===== config.mk =====
export PLATFORM = sky130hd
export DESIGN_NAME = flash_lock_mgr
export DESIGN_NICKNAME = d
export VERILOG_FILES = /design/src/rtl/flash_lock_mgr.sv
export SDC_FILE = /design/constraint.sdc
export NUM_CORES = 1
export LEC_CHECK = 0
export CAP_MARGIN = 0
export CORE_ASPECT_RATIO = 0.6
export CORE_MARGIN = 5
export CORE_UTILIZATION = 40
export DETAILED_ROUTE_END_ITERATION = 12
export PLACE_DENSITY_LB_ADDON = 0.1
export RECOVER_POWER = 100
export SYNTH_ARGS = -nofsm -noshare
export SYNTH_HDL_FRONTEND = slang
export SYNTH_SLANG_ARGS = --single-unit

===== constraint.sdc =====
create_clock -name clk -period 3.77 [get_ports clk]
set_input_delay 0.754 -clock clk [delete_from_list [all_inputs] [get_ports clk]]
set_output_delay 0.754 -clock clk [all_outputs]
set_load 0.01 [all_outputs]

===== src/rtl/flash_lock_mgr.sv =====
module flash_lock_mgr #(
  parameter int MAIN_BLOCKS = 15,
  parameter bit TOP_BOOT = 1'b0,
  localparam int ADDR_W = $clog2((MAIN_BLOCKS + 1) * 32768)
) (
  input  logic              clk,
  input  logic              rst_n,
  input  logic              wp_n,
  input  logic              cmd_valid,
  input  logic [1:0]        cmd_op,
  input  logic [ADDR_W-1:0] cmd_addr,
  input  logic [ADDR_W-1:0] qry_addr,
  output logic [15:0]       qry_status,
  input  logic              pgm_req,
  input  logic [ADDR_W-1:0] pgm_addr,
  output logic              pgm_go,
  output logic              lock_err
);
  localparam int NBLK  = MAIN_BLOCKS + 8;
  localparam int HI_W  = ADDR_W - 15;
  localparam int IDX_W = $clog2(MAIN_BLOCKS + 16);

  localparam logic [1:0] OP_LOCK   = 2'd0;
  localparam logic [1:0] OP_UNLOCK = 2'd1;
  localparam logic [1:0] OP_LDOWN  = 2'd2;

  function automatic logic is_param(input logic [ADDR_W-1:0] a);
    logic [HI_W-1:0] hi;
    hi = a[ADDR_W-1:15];
    if (TOP_BOOT) return hi >= HI_W'(MAIN_BLOCKS);
    else          return hi == '0;
  endfunction

  function automatic logic [IDX_W-1:0] blk_idx(input logic [ADDR_W-1:0] a);
    logic [IDX_W-1:0] hi, sub;
    hi  = IDX_W'(a[ADDR_W-1:15]);
    sub = IDX_W'(a[14:12]);
    if (TOP_BOOT) return is_param(a) ? IDX_W'(MAIN_BLOCKS) + sub : hi;
    else          return is_param(a) ? sub : hi + IDX_W'(7);
  endfunction

  logic [NBLK-1:0] locked, mark, eff;
  logic [IDX_W-1:0] c_idx, q_idx, p_idx;
  logic c_in, q_in, p_in, q_off2, p_ok;

  assign c_idx = blk_idx(cmd_addr);
  assign q_idx = blk_idx(qry_addr);
  assign p_idx = blk_idx(pgm_addr);
  assign c_in  = c_idx < IDX_W'(NBLK);
  assign q_in  = q_idx < IDX_W'(NBLK);
  assign p_in  = p_idx < IDX_W'(NBLK);

  assign eff = locked | (mark & {NBLK{~wp_n}});

  genvar g;
  generate
    for (g = 0; g < NBLK; g++) begin : g_blk
      logic hit, lk_q, md_q;
      assign hit = cmd_valid && c_in && (c_idx == IDX_W'(g));
      always_ff @(posedge clk or negedge rst_n) begin
        if (!rst_n) begin
          lk_q <= 1'b1;
          md_q <= 1'b0;
        end else if (hit && cmd_op == OP_LDOWN) begin
          lk_q <= 1'b1;
          md_q <= 1'b1;
        end else if (hit && cmd_op == OP_LOCK) begin
          lk_q <= 1'b1;
        end else if (hit && cmd_op == OP_UNLOCK && !(md_q && !wp_n)) begin
          lk_q <= 1'b0;
        end else if (md_q && !wp_n) begin
          lk_q <= 1'b1;
        end
      end
      assign locked[g] = lk_q;
      assign mark[g]   = md_q;
    end
  endgenerate

  assign q_off2 = is_param(qry_addr) ? (qry_addr[11:0] == 12'h002)
                                     : (qry_addr[14:0] == 15'h0002);
  assign qry_status = (q_in && q_off2) ? {14'b0, mark[q_idx], eff[q_idx]} : 16'h0000;

  assign p_ok = p_in && !eff[p_idx];

  always_ff @(posedge clk or negedge rst_n) begin
    if (!rst_n) begin
      pgm_go   <= 1'b0;
      lock_err <= 1'b0;
    end else begin
      pgm_go   <= pgm_req && p_ok;
      lock_err <= pgm_req && !p_ok;
    end
  end
endmodule


==> results of run 1 <==
power by group through the flow:
stage | combinational (W) | sequential [W] | clock, W
after CTS | 0.000449 | 0.000608 | 0.000534
after detailed placement | 0.000430 | 0.000617 | 0
after global placement | 0.000424 | 0.000615 | 0
final | 0.000455 | 0.000609 | 0.000528
after global routing | 0.000495 | 0.000615 | 0.000556
after floorplan | 0.000259 | 0.000605 | 0
metrics by stage:
step / instance area, sq um / setup TNS [ps] / hold WS, ps / cells
finish: 4830 / 0 / 511 / 667
global route: 4830 / -3.95 / 524 / 667
CTS: 4820 / -3.35 / 497 / 664
detailed placement: 4550 / -1440 / 476 / 650
global placement: 4550 / -1330 / 476 / 650
floorplan: 3760 / 0 / 445 / 476
flip-flops by register name, summed over array words and instances (netlist names):
name and flops:
g_blk.lk_q 23, lock_err 1, pgm_go 1, g_blk.md_q 23
kinds of logic (layout without fill, tap and decap cells):
family	Yosys count	in the layout	share of synthesized area [%]
compound gates	177	177	31.8
simple gates	147	147	20.1
buf+inv	70	145	8.82
flops	48	48	33.1
mux	16	16	4.78
fa+ha+maj	3	3	1.01
other cells	1	14	0.101
xor+xnor	1	1	0.236
final timing paths:
path	start	to	cells after the start
setup reg to reg	g_blk[1].md_q	pgm_go	8
hold reg to reg	g_blk[3].md_q	g_blk[3].md_q	2
hold / removal	g_blk[3].md_q	g_blk[3].md_q	2
setup / recovery	qry_addr[16]	qry_status[1]	13
max in group asynchronous	rst_n	g_blk[21].lk_q	2
min in group asynchronous	rst_n	g_blk[11].md_q	1
area by class of cell:
cell class | count | area [sq um]
clock buffer | 5 | 125
sequential | 48 | 1230
clock inverter | 3 | 42.5
tap | 116 | 145
fill | 853 | 4290
timing repair buffer | 108 | 916
inverter | 29 | 109
multi-input combinational | 358 | 2270
routing by layer:
metal | global-route usage [%] | vias to the layer above
li1 | - | 1854
met1 | 36.4 | 1924
met5 | 0 | -
met3 | 4.37 | 15
met4 | 4.07 | 0
met2 | 28.4 | 165
what timing repair did:
action / in CTS / in global routing
setup buffers: 6 / 3
gates resized for setup: 26 / 11
pin swaps: 7 / 5
endpoints found under the setup margin: 2 / 2
critical path, stage by stage:
cell	delay [ps]
clkbuf_2	100
inv_2	70
ha_4	130
or3b_4	420
a21oi_2	160
buf_6	140
buf_6	130
buf_4	110
mux2i_1	60
a21oi_1	240
a221oi_2	100
a311oi_1	310
buf_2	190
cell usage in the layout (no fill, tap or decap), drive strengths merged, types with 4 or more instances in the layout:
cell type / netlist / layout
or3: 9 / 9
o221ai: 17 / 17
nor2b: 9 / 9
or2: 4 / 4
dfstp: 23 / 23
mux2i: 12 / 12
o22ai: 7 / 7
conb: 1 / 14
o21ai: 39 / 39
a21o: 8 / 8
a211oi: 9 / 9
nand2b: 11 / 11
nor3: 10 / 10
nand2: 41 / 41
buf: 19 / 62
inv: 29 / 29
nor2: 34 / 34
o311ai: 4 / 4
a211o: 6 / 6
a221oi: 4 / 4
clkdlybuf4s50: 0 / 32
clkbuf: 22 / 12
nor4b: 4 / 4
and2: 4 / 4
a21oi: 43 / 43
nor3b: 4 / 4
dfrtp: 25 / 25
o31ai: 7 / 7
mux2: 4 / 4
o211ai: 9 / 9
a31oi: 8 / 8
==> summary.md, run 1 <==
| Metric | Value |
|---|---|
| Die X | `134 um` |
| Share of layout cells above drive strength 1 | `21.8%` |
| Sw Pwr | `0.000497 W` |
| M1 WL | `6500 um` |
| Top post-synthesis cells by area | `dfrtp_1, dfstp_2, a21oi_1, o21ai_0, nand2_1` |
| Final HPWL DP | `9540 um` |
| Pre-Repair DR Iteration Count | `5` |
| Vias in the first global route | `3539` |
| Area share of the largest cell type after synthesis | `16.8%` |
| Final Max Slew Viols | `40` |
| Fmax | `272 MHz` |
| Worst setup slack after layout | `94.7 ps` |
| Worst hold path class | `reg -> reg` |
| Core Box Area | `9120 sq um` |
| Antenna Nets Post-Route | `0` |
| Rows | `27` |
| H-tree levels | `2` |
| PnR Total Power | `0.00159 W` |
| Routed len/inst | `18.9 um` |
| Final hold viol count | `0` |
| Synth Warn # | `0` |
| Cell accounting for the most synthesized area | `dfrtp_1` |
| Violated checks | `max-capacitance violations, max-slew violations` |
| Largest net degree at the start of global routing | `40` |
| Vias | `3958` |
| Met3 routed WL | `1100 um` |
| Met2 wire len | `4870 um` |
| Port-buffer cells | `43` |
| Syn Inst Count | `463` |
| EDFF count, synth | `0` |
| Final core utilization | `53.0%` |
| Ys async rst share | `100%` |
| Synth top cells by count | `a21oi_1, nand2_1, o21ai_0` |
| Worst setup SP type | `input port` |
| Worst Path Max Fanout | `8` |
| Vias per cell | `5.93` |
| Final WL | `12600 um` |
| CP Class | `in -> out` |
| DIE AREA | `11400 sq um` |
| VDD IR max | `174 uV` |
| Required time worst endpoint | `3020 ps` |
| Post-Syn Area | `3710 sq um` |
| CP Capture Type | `primary output` |
| Fin crit period | `3680 ps` |
| Die height | `84.6 um` |
| Sequential share of power | `38.3%` |
| Library cells used by synthesis | `60` |
| Status | `complete, but fails checks` |
| Seq/Total Area, Yosys | `33.1%` |
| Tot GR Track Use | `21.9%` |
| CTS Buf Count | `5` |
| Area delta synth->final | `30.1%` |
| Clk Latency, worst-skew pair | `300 ps` |
| DRT iter0 DRCs | `426` |
| Nets | `617` |
| Final cycle utilization of the critical path | `97.5%` |
| Number of setup violations in the final report | `0` |
| Clock sinks | `48` |
| Diode count | `0` |
| Clk network pwr share | `33.2%` |
| Max Used Layer | `met4` |
| Maxcap violations | `1` |
| Average size of a mapped cell | `8.02 sq um` |
| Residual DRC | `0` |
| CTS tree | `done` |
| Synth Register Bits | `48` |
| Worst R2R Setup Slack | `1820 ps` |
| Pwr per Cell Area | `329 nW/um^2` |
| First-pass GRT wire length | `19800 um` |
| Internal power | `0.00109 W` |
| Worst-margin pin slew | `2140 ps` |
| Leakage | `2.04 nW` |
| Worst Path Arrival | `2920 ps` |
| Initial antenna violation count | `0` |
| Io pins | `82` |
| Top FF cell, synth | `dfrtp_1` |
| Slew Limit Headroom | `-42.6%` |
| Routability cong. | `0.870` |
| Quantity of hold-fixing buffers added after cts | `0` |
| Comb pwr share | `28.6%` |
| Initial Utilization | `40.7%` |
| Place WS | `-757 ps` |
| Sw Ratio | `31.2%` |
| Clock skew | `4.57 ps` |
| Clock Tree Root | `clkbuf_16` |
| Clock slew at reported path FFs | `70 ps` |
| Grt total ovfl | `0` |
| Clk buf depth | `2` |
Power figures use the tool's default switching activity.
==> run 2, diff against run 1 <==
--- a/config.mk
+++ b/config.mk
@@ -5,7 +5,7 @@
 export SDC_FILE = /design/constraint.sdc
 export NUM_CORES = 1
 export LEC_CHECK = 0
-export CAP_MARGIN = 0
+export CAP_MARGIN = 5
 export CORE_ASPECT_RATIO = 0.6
 export CORE_MARGIN = 5
 export CORE_UTILIZATION = 40
==> results of run 2 <==
Same layout as run 1: the final DEF is identical, and so are final timing and power.
